==> config.mk <==
export PLATFORM = sky130hd
export DESIGN_NAME = rstreq_agg
export DESIGN_NICKNAME = d
export VERILOG_FILES = /design/src/rtl/rstreq_pkg.sv /design/src/rtl/rstreq_mask.sv /design/src/rtl/rstreq_seq.sv /design/src/rtl/rstreq_agg.sv
export SDC_FILE = /design/constraint.sdc
export NUM_CORES = 1
export LEC_CHECK = 0
export CAP_MARGIN = 20
export CORE_MARGIN = 5
export CORE_UTILIZATION = 40
export CTS_CLUSTER_DIAMETER = 200
export DETAILED_ROUTE_END_ITERATION = 10
export GPL_TIMING_DRIVEN = 0
export PLACE_DENSITY = 0.67
export SYNTH_ARGS = -nofsm -noshare
export SYNTH_HDL_FRONTEND = slang
export SYNTH_SLANG_ARGS = --single-unit
==> constraint.sdc <==
create_clock -name clk_i -period 3.2 [get_ports clk_i]
set_clock_uncertainty 0.15 [all_clocks]
set_input_delay 0.8 -clock clk_i [delete_from_list [all_inputs] [get_ports clk_i]]
set_output_delay 0.8 -clock clk_i [all_outputs]
set_load 0.05 [all_outputs]
==> src/rtl/rstreq_pkg.sv <==
package rstreq_pkg;

    typedef enum logic [2:0] {
        ST_IDLE = 3'b001,
        ST_PREP = 3'b010,
        ST_HOLD = 3'b100,
        ST_WAKE = 3'b111,
        ST_TRAP = 3'b110
    } seq_state_e;

    typedef enum logic [1:0] {
        CAUSE_NONE = 2'd0,
        CAUSE_HW   = 2'd1,
        CAUSE_SW   = 2'd2
    } cause_e;

    localparam int unsigned SW_REQ_W = 4;
    localparam logic [SW_REQ_W-1:0] SW_TRUE = 4'b0110;

endpackage

==> src/rtl/rstreq_mask.sv <==
module rstreq_mask
    import rstreq_pkg::*;
#(
    parameter int unsigned NUM_PERIPH = 4,
    localparam int unsigned REQ_W     = NUM_PERIPH + 3
) (
    input  logic [NUM_PERIPH-1:0] periph_req_i,
    input  logic [NUM_PERIPH-1:0] rst_en_i,
    input  logic                  esc_req_i,
    input  logic                  glitch_i,
    input  logic [SW_REQ_W-1:0]   sw_req_i,
    output logic [REQ_W-1:0]      incoming_o
);

    localparam int unsigned ESC_IDX    = NUM_PERIPH;
    localparam int unsigned GLITCH_IDX = NUM_PERIPH + 1;
    localparam int unsigned SW_IDX     = NUM_PERIPH + 2;

    // Conditional class: one gate per peripheral source
    for (genvar i = 0; i < NUM_PERIPH; i++) begin : g_cond
        assign incoming_o[i] = periph_req_i[i] & rst_en_i[i];
    end

    // Unconditional class
    assign incoming_o[ESC_IDX]    = esc_req_i;
    assign incoming_o[GLITCH_IDX] = glitch_i;

    // Software source: only the exact true code counts
    assign incoming_o[SW_IDX] = (sw_req_i == SW_TRUE);

endmodule

==> src/rtl/rstreq_seq.sv <==
module rstreq_seq
    import rstreq_pkg::*;
#(
    parameter int unsigned NUM_PERIPH = 4,
    parameter int unsigned PREP_CYC   = 3,
    parameter int unsigned HOLD_CYC   = 4,
    parameter int unsigned WAKE_CYC   = 2,
    localparam int unsigned REQ_W     = NUM_PERIPH + 3
) (
    input  logic             clk_i,
    input  logic             rst_ni,
    input  logic [REQ_W-1:0] incoming_i,
    input  logic             wake_i,
    input  logic             low_power_i,
    output logic             clk_en_o,
    output logic             rst_sys_o,
    output logic             rst_lc_o,
    output logic [REQ_W-1:0] req_o,
    output logic [1:0]       cause_o,
    output logic [REQ_W-1:0] status_o,
    output logic             wake_ack_o
);

    localparam int unsigned ESC_IDX    = NUM_PERIPH;
    localparam int unsigned GLITCH_IDX = NUM_PERIPH + 1;
    localparam int unsigned SW_IDX     = NUM_PERIPH + 2;
    localparam int unsigned MAX_A      = (PREP_CYC > HOLD_CYC) ? PREP_CYC : HOLD_CYC;
    localparam int unsigned MAX_CYC    = (MAX_A > WAKE_CYC) ? MAX_A : WAKE_CYC;
    localparam int unsigned CNT_W      = $clog2(MAX_CYC + 1);
    localparam logic [CNT_W-1:0] PREP_LAST = CNT_W'(PREP_CYC - 1);
    localparam logic [CNT_W-1:0] HOLD_LAST = CNT_W'(HOLD_CYC - 1);
    localparam logic [CNT_W-1:0] WAKE_LAST = CNT_W'(WAKE_CYC - 1);

    typedef struct packed {
        logic [CNT_W-1:0] cnt;
        logic [REQ_W-1:0] pend;
        logic [REQ_W-1:0] cap;
        logic [REQ_W-1:0] status;
        logic             wpend;
    } seq_regs_t;

    seq_state_e state_d, state_q;
    seq_regs_t  d, q;
    logic       wake_hit;

    assign wake_hit = wake_i & low_power_i;

    // Next-value computation
    always_comb begin
        d       = q;
        state_d = state_q;
        case (state_q)
            ST_IDLE: begin
                if (q.wpend) begin
                    // Wakeup latched earlier (or on the same edge) goes first
                    state_d = ST_WAKE;
                    d.cnt   = '0;
                    d.wpend = wake_hit;
                    d.pend  = q.pend | incoming_i;
                end else if (|q.pend) begin
                    state_d = ST_PREP;
                    d.cnt   = '0;
                    d.cap   = q.pend;
                    d.pend  = incoming_i;
                    d.wpend = wake_hit;
                end else begin
                    d.pend  = incoming_i;
                    d.wpend = wake_hit;
                end
            end
            ST_PREP: begin
                d.pend  = q.pend | incoming_i;
                d.wpend = q.wpend | wake_hit;
                if (q.cnt == PREP_LAST) begin
                    state_d  = ST_HOLD;
                    d.cnt    = '0;
                    d.status = q.cap;
                end else begin
                    d.cnt = q.cnt + CNT_W'(1);
                end
            end
            ST_HOLD: begin
                d.pend  = q.pend | incoming_i;
                d.wpend = q.wpend | wake_hit;
                if (q.cnt == HOLD_LAST) begin
                    state_d = ST_IDLE;
                    d.cnt   = '0;
                end else begin
                    d.cnt = q.cnt + CNT_W'(1);
                end
            end
            ST_WAKE: begin
                d.pend  = q.pend | incoming_i;
                d.wpend = q.wpend | wake_hit;
                if (q.cnt == WAKE_LAST) begin
                    state_d = ST_IDLE;
                    d.cnt   = '0;
                end else begin
                    d.cnt = q.cnt + CNT_W'(1);
                end
            end
            ST_TRAP: begin
                state_d = ST_TRAP;
            end
            default: begin
                state_d = ST_TRAP;
            end
        endcase
    end

    always_ff @(posedge clk_i or negedge rst_ni) begin
        if (!rst_ni) begin
            state_q <= ST_IDLE;
            q       <= '0;
        end else begin
            state_q <= state_d;
            q       <= d;
        end
    end

    // Output decode; any encoding outside the legal set lands on the trap values
    always_comb begin
        clk_en_o   = 1'b0;
        rst_sys_o  = 1'b1;
        rst_lc_o   = 1'b1;
        req_o      = '0;
        cause_o    = CAUSE_NONE;
        wake_ack_o = 1'b0;
        case (state_q)
            ST_IDLE: begin
                clk_en_o  = 1'b1;
                rst_sys_o = 1'b0;
                rst_lc_o  = 1'b0;
            end
            ST_WAKE: begin
                clk_en_o   = 1'b1;
                rst_sys_o  = 1'b0;
                rst_lc_o   = 1'b0;
                wake_ack_o = 1'b1;
            end
            ST_PREP: begin
                rst_sys_o = 1'b0;
                rst_lc_o  = 1'b0;
            end
            ST_HOLD: begin
                rst_lc_o = q.cap[ESC_IDX] | q.cap[GLITCH_IDX];
                req_o    = q.cap;
                cause_o  = (|q.cap[SW_IDX-1:0]) ? CAUSE_HW : CAUSE_SW;
            end
            default: begin
            end
        endcase
    end

    assign status_o = q.status;

    AST_PREP_CLK_LOW: assert property (@(posedge clk_i) disable iff (!rst_ni)
        (state_q == ST_PREP) |-> !clk_en_o);

    AST_NO_SKIP_PREP: assert property (@(posedge clk_i) disable iff (!rst_ni)
        (state_q == ST_IDLE) |=> (state_q != ST_HOLD));

    AST_HW_VEC_LOGGED: assert property (@(posedge clk_i) disable iff (!rst_ni)
        (cause_o == CAUSE_HW) |-> (req_o == status_o));

    AST_STATUS_STABLE: assert property (@(posedge clk_i) disable iff (!rst_ni)
        (state_q != ST_PREP) |=> $stable(q.status));

    AST_ONE_AT_A_TIME: assert property (@(posedge clk_i) disable iff (!rst_ni)
        rst_sys_o |-> !wake_ack_o);

    AST_TRAP_STICKY: assert property (@(posedge clk_i) disable iff (!rst_ni)
        (state_q == ST_TRAP) |=> (state_q == ST_TRAP && rst_sys_o && !clk_en_o));

endmodule

==> src/rtl/rstreq_agg.sv <==
module rstreq_agg
    import rstreq_pkg::*;
#(
    parameter int unsigned NUM_PERIPH = 4,
    parameter int unsigned PREP_CYC   = 3,
    parameter int unsigned HOLD_CYC   = 4,
    parameter int unsigned WAKE_CYC   = 2,
    localparam int unsigned REQ_W     = NUM_PERIPH + 3
) (
    input  logic                  clk_i,
    input  logic                  rst_ni,
    input  logic                  low_power_i,
    input  logic                  wake_i,
    input  logic [NUM_PERIPH-1:0] periph_req_i,
    input  logic [NUM_PERIPH-1:0] rst_en_i,
    input  logic                  esc_req_i,
    input  logic                  glitch_i,
    input  logic [3:0]            sw_req_i,
    output logic                  clk_en_o,
    output logic                  rst_sys_o,
    output logic                  rst_lc_o,
    output logic [REQ_W-1:0]      req_o,
    output logic [1:0]            cause_o,
    output logic [REQ_W-1:0]      status_o,
    output logic                  wake_ack_o
);

    logic [REQ_W-1:0] incoming;

    rstreq_mask #(
        .NUM_PERIPH (NUM_PERIPH)
    ) u_mask (
        .periph_req_i (periph_req_i),
        .rst_en_i     (rst_en_i),
        .esc_req_i    (esc_req_i),
        .glitch_i     (glitch_i),
        .sw_req_i     (sw_req_i),
        .incoming_o   (incoming)
    );

    rstreq_seq #(
        .NUM_PERIPH (NUM_PERIPH),
        .PREP_CYC   (PREP_CYC),
        .HOLD_CYC   (HOLD_CYC),
        .WAKE_CYC   (WAKE_CYC)
    ) u_seq (
        .clk_i       (clk_i),
        .rst_ni      (rst_ni),
        .incoming_i  (incoming),
        .wake_i      (wake_i),
        .low_power_i (low_power_i),
        .clk_en_o    (clk_en_o),
        .rst_sys_o   (rst_sys_o),
        .rst_lc_o    (rst_lc_o),
        .req_o       (req_o),
        .cause_o     (cause_o),
        .status_o    (status_o),
        .wake_ack_o  (wake_ack_o)
    );

endmodule

## After elaboration in Yosys (flattened, before gate mapping)

Cells that the tools add are included.

- $add $sub $neg: 1
- Eq/ne operators: 12
- Mux-type cells: 20
- Bitwise logic cells: 9
- Reductions and logical operators: 11

Operator list:

| operator | number |
|---|---|
| 10-bit case mux with 4 select lines | 1 |
| 3-bit two-way mux | 9 |
| 3-bit case mux with 4 select lines | 1 |
| 10-bit two-way mux | 1 |
| 3-bit by 2-bit equality test with 1-bit output, second input constant | 3 |
| 7-bit two-way mux | 1 |
| 7-bit OR | 1 |
| 7-bit OR reduction | 1 |
| 3-bit by 1-bit equality test with 1-bit output, second input constant | 2 |
| 3-bit equality test, second input constant | 2 |
| 2-bit by 1-bit != test with 1-bit output, second input constant | 3 |
| 3-bit OR reduction | 2 |
| 6-bit OR reduction | 1 |
| 1-bit AND | 5 |
| 4-bit by 3-bit equality test with 1-bit output, second input constant | 1 |
| 2-bit two-way mux | 2 |
| 1-bit case mux with 2 select lines | 2 |
| 2-bit AND reduction | 2 |
| 4-bit AND reduction | 1 |
| 4-bit nonzero test | 1 |
| 3-bit by 1-bit adder with 3-bit output, second input constant | 1 |
| 1-bit two-way mux | 3 |
| 3-bit by 1-bit != test with 1-bit output, second input constant | 1 |
| 3-bit AND reduction | 1 |
| other kinds (4) | 5 |

- Flip-flop bits (word level): 28
- Output and inout bits: 20

## Logic depth before layout (Yosys ltp)

- Word-level depth: 4
- Mapped depth: 6
- Mapped depth without buffers: 6

## Hierarchy

Synthesis repeated with hierarchy kept, for this count alone.

- Cell total of the unflattened synthesis: 139
- Area total of the unflattened synthesis: 1,515.2 sq um

By module, submodules not included:

| module | times used | cells each | area each (sq um) |
|---|---|---|---|
| rstreq_seq | 1 | 132 | 1,462.7 |
| rstreq_mask | 1 | 7 | 52.6 |

## Least setup slack after synthesis

Ideal clock, no wire load.

- Path type: reg2out
- Start point: reg u_seq.state_q[1]
- End point: out rst_lc_o
- Data arrival time: 2.071 ns
- Required time: 2.250 ns
- Path slack: 0.179 ns
- Stages on the path, launching flop included: 5
- Path buffers: 1
- Cell sequence: dfrtp_1 > buf_2 > nor2_1 > nand2_1 > o21ai_0

- Longest elaborated chain between the ends: 3
- Elaborated cells between the ends (all ways): 6

Ends and longest elaborated chain:

| item | RTL line | text |
|---|---|---|
| start: declaration | rstreq_seq.sv:42 | `seq_state_e state_d, state_q;` |
| start signal: assignment | rstreq_seq.sv:116 | `state_q <= state_d;` |
| 3-bit by 1-bit equality test with 1-bit output, or another cell as far along | rstreq_seq.sv:129 | `case (state_q)` |
| 3-bit OR reduction (no source line) | - |  |
| 1-bit case mux with 2 select lines * | rstreq_seq.sv:129 |  |
| end: declaration | rstreq_agg.sv:21 | `output logic rst_lc_o,` |

Mark *: on every way between the ends. The rest lies on a longest branch, timed or not.

## Final worst setup path

- Start point: reg u_seq.state_q[2]
- End point: out clk_en_o

- Longest elaborated chain between the ends: 3
- Elaborated cells between the ends (all ways): 4

Ends and longest elaborated chain:

| item | RTL line | text |
|---|---|---|
| 3-bit by 1-bit equality test with 1-bit output or 3-bit equality test (tied branches) | rstreq_seq.sv:129 |  |
| 2-bit OR reduction (no source line) * | - |  |
| 1-bit two-way mux * | rstreq_seq.sv:129 |  |
| end: declaration | rstreq_agg.sv:19 | `output logic clk_en_o,` |

Marked as above.

==> impl.org <==
** Run status
- Run status :: completed

** Final layout
- The sequential cells in the finished layout cover a total of 702 um2.
- Antenna Cells :: 0
- Relative to the synthesized area, the layout overhead comes to 34.8%.
- Number of filler instances in the final layout :: between 300 and 400
- After routing the design area is 2020 um2.
- In the final layout, the multi-input gates occupy 682 um2.
- For this run, the number of standard cells in the final layout without fillers is 224.
- Proportion of layout cells with a drive suffix above 1 :: 0.216
- After the last flow step, the layout net total stands at 200.

** Critical path
- Cell Chain, Critical Path :: buf_6 > clkbuf_1 > xor2_1 > nor2_1 > clkdlybuf4s50_1
- Along the worst path, the maximum fanout reaches 10.
- The critical path is of the reg2out type.
- At the worst endpoint, the required time is 2.25 ns.
- Data arrives at the worst endpoint at between 2 and 2.5 ns.
- Crit path max-delay family :: buffers and inverters
- The largest individual stage delay along the critical path comes from the cell sky130_fd_sc_hd__clkdlybuf4s50_1.
- Critical path launch point type :: register
- In this design, the stage delay of the slowest critical-path cell is between 0.8 and 0.9 ns.
- STA classifies the critical path endpoint as an output port.
- The number of buffers and inverters on the critical path is 3.

** Global route
- Number of global-route vias before repair :: 1168
- Pin count of the biggest net entering global routing :: 20
- Wire length of the first global-routing pass :: 5580 um
- Summed over all layers, the global routing overflow is 0.
- GRT Overall Usage :: 0.136
- The initial antenna violation count came to 0.

** Synthesis
- The share of the Yosys chip area taken by registers is 0.468.
- Of the post-synthesis cell area, the dominant cell type holds 0.451.
- After synthesis, the cell types taking the most area are sky130_fd_sc_hd__dfrtp_1 45%, sky130_fd_sc_hd__mux2_2 9.0%, sky130_fd_sc_hd__ha_1 4.2%.
- Number of synthesized flops with an enable pin :: 0
- Yosys printed 0 warnings.
- Async set-or-reset flop fraction in the synthesized netlist :: 1.00
- In this run, synthesis produced a sequential element count of 28.
- In the synthesized netlist the dominant register cell turns out to be sky130_fd_sc_hd__dfrtp_1.
- Cell with the most instances after synthesis :: sky130_fd_sc_hd__dfrtp_1
- Cells after Synth :: 133
- The biggest area contributor in the post-synthesis netlist is sky130_fd_sc_hd__dfrtp_1.
- Post-synthesis instance area :: 1500 um2
- In this run, distinct cell masters in the synthesized netlist total around 40.
- Nets in the synthesized netlist :: 156
- Syn avg cell area :: 11.3 um2
- By count the netlist is led by 27 x sky130_fd_sc_hd__dfrtp_1, 12 x sky130_fd_sc_hd__mux2_2, 8 x sky130_fd_sc_hd__nand2_1, 8 x sky130_fd_sc_hd__nor2_1.

** Drt
- The first detailed-routing pass took 4 iterations.
- After the first detailed-routing iteration, the DRC count stood at 34.
- After detailed routing, the number of remaining DRC violations is 0.
- After detailed routing, the average wire length per cell comes to about 15 um.
- For this block, the routed nets add up to roughly 3300 um of wire.
- Routed via count divided by cell count :: 5.16
- Total number of vias :: 1156
- The detail route stage leaves a number of antenna-violating nets equal to 0.

** Die
- The floorplan step defined a core boundary enclosing 3630 um2.
- Horizontal die dimension :: 71.2 um
- Die area :: 5070 um2
- Starting Density :: 0.413
- Measured along the y axis, the die boundary spans ~71 um.
- Pin placement for this block handled 38 I/O pins.
- Standard-cell row count :: 22

** Place
- Number of buffers added on ports :: 37
- Once placement completed, the tool counted placed cells totaling 219.
- HPWL reported at the end of detailed placement :: about 2600 um
- At the end of routability-driven placement, the weighted congestion stood at roughly 0.82.
- After detailed placement, the total cell area comes to 1960 um2.

** CTS
- The tree is rooted in a sky130_fd_sc_hd__clkbuf_8.
- After clock tree synthesis, the clock-pin slew on the worst setup and hold paths is 0.09 ns.
- The longest clock path from root to sink contains 2 buffers.
- TritonCTS built the clock tree.
- Clk Latency, worst-skew pair :: 0.28 ns
- The number of hold buffers added after CTS was 0.
- Counting the buffers created by CTS gives 3.
- CTS H-Tree Depth :: 1
- CTS saw 28 sinks.

** Power
- Power density normalized to cell area :: roughly 330 nW/um2
- Summed over all cells, the static leakage comes to 0.996 nW.
- Max IR drop VDD :: 208 uV

** Timing
- The hold violation count in the final report came to 0.
- Slew @ Worst Pin :: 0.545 ns
- FMAX :: 324 MHz
- Setup violations remaining at the end of the flow were counted as 0.
- Measured against its own limit, the worst slew margin works out to 0.636.
- Unrepaired setup endpoints after global routing :: no
- The final max-slew violation count is 0.
- For the finished layout, the period the worst path requires is 3.08 ns.
- Dividing the final minimum period by the clock period gives 0.964.

** Job
- Max_cap viols :: 0

** Min path
- Path category of the worst min-delay check :: reg2reg
==> layout make-up <==
| type | instances | area share |
|---|---|---|
| repair buffers | 39 | 0.193 |
| plain buffers | 12 | 0.0440 |
| well taps | 48 | 0.0297 |
| multi-input cells | 86 | 0.337 |
| flip-flops and latches | 28 | 0.347 |
| clock buffers | 3 | 0.0204 |
| inverters | 7 | 0.0130 |
| clock inverters | 1 | 0.0149 |
==> worst min-delay path: stages, from the launching register on <==
cell	delay, ns
sky130_fd_sc_hd__dfrtp_1	0.35
sky130_fd_sc_hd__nand2_1	0.05
sky130_fd_sc_hd__o21ai_0	0.06
==> per-layer routing <==
layer	vias up	track usage	share of wire
li1	559	-	-
met1	567	0.187	0.45
met2	25	0.219	0.49
met3	5	0.0126	0.040
met4	0	0.0564	0.019
met5	-	0	0
==> flip-flops by register name, indices dropped and copies added, names as in the netlist <==
name,flops
u_seq.q,18
u_seq.state_q,3
u_seq.status_o,7
==> worst paths after layout <==
path | start | endpoint | slack (ns) | cells past startpoint
worst max register to register | u_seq.state_q[0] | u_seq.q[24] | 1.16 | 6
max in group asynchronous | rst_ni | u_seq.state_q[0] | 1.63 | 2
worst min-delay path | u_seq.status_o[5] | u_seq.status_o[5] | 0.35 | 2
worst min register to register | u_seq.status_o[5] | u_seq.status_o[5] | 0.35 | 2
min in group asynchronous | rst_ni | u_seq.q[24] | 0.72 | 1
worst max-delay path | u_seq.state_q[2] | clk_en_o | 0.12 | 5
==> per-stage QoR <==
stage | TNS [ns] | hold slack [ns] | setup WS (ns) | power (mW) | util
finish | 0 | 0.348 | 0.116 | 0.664 | 0.556
CTS | 0 | 0.355 | 0.0178 | 0.671 | 0.557
floorplan | 0 | 0.301 | 0.179 | 0.362 | -
detailed placement | -0.0500 | 0.333 | -0.0500 | 0.394 | 0.539
global placement | 0 | 0.315 | 0.0191 | 0.389 | 0.531
global route | 0 | 0.388 | 0.00632 | 0.685 | 0.556
==> timing repair <==
item,4_1_cts,5_1_grt
gates cloned,0,0
setup endpoints to repair,10,5
pin swaps,1,0
resized for setup,10,8
buffers inserted,1,0
==> layout by cell type, fill, tap and decap left out, types with 2 or more instances in the layout <==
| cell type | count |
|---|---|
| sky130_fd_sc_hd__ha_1 | 5 |
| sky130_fd_sc_hd__nand3_1 | 2 |
| sky130_fd_sc_hd__dlygate4sd2_1 | 6 |
| sky130_fd_sc_hd__clkbuf_2 | 2 |
| sky130_fd_sc_hd__inv_1 | 7 |
| sky130_fd_sc_hd__nor3b_1 | 2 |
| sky130_fd_sc_hd__mux2_2 | 12 |
| sky130_fd_sc_hd__buf_2 | 2 |
| sky130_fd_sc_hd__clkbuf_8 | 3 |
| sky130_fd_sc_hd__a31oi_1 | 2 |
| sky130_fd_sc_hd__o21ai_0 | 6 |
| sky130_fd_sc_hd__mux2i_1 | 2 |
| sky130_fd_sc_hd__buf_4 | 8 |
| sky130_fd_sc_hd__a22o_1 | 3 |
| sky130_fd_sc_hd__and2_1 | 3 |
| sky130_fd_sc_hd__and3_1 | 7 |
| sky130_fd_sc_hd__dfrtp_1 | 27 |
| sky130_fd_sc_hd__a32o_1 | 4 |
| sky130_fd_sc_hd__xor2_1 | 2 |
| sky130_fd_sc_hd__clkdlybuf4s50_1 | 26 |
| sky130_fd_sc_hd__nand2_1 | 8 |
| sky130_fd_sc_hd__buf_6 | 2 |
| sky130_fd_sc_hd__nor2_1 | 8 |
| sky130_fd_sc_hd__clkdlybuf4s15_1 | 2 |
==> power by group <==
group	internal, mW	switching [mW]
Clock	0.168	0.111
Sequential	0.354	0
Combinational	0.0219	0.0105
Total	0.543	0.121
==> cell families after synthesis <==
group,after synthesis,share of synthesized area
flip-flops,28,0.468
AO/OA/AOI/OAI,23,0.114
buffers and inverters,19,0.0768
adder cells (fa/ha/maj),5,0.0417
XOR/XNOR,4,0.0284
multiplexers,15,0.111
AND/OR/NAND/NOR,39,0.159
No activity file was read; power rests on OpenSTA's default activity.
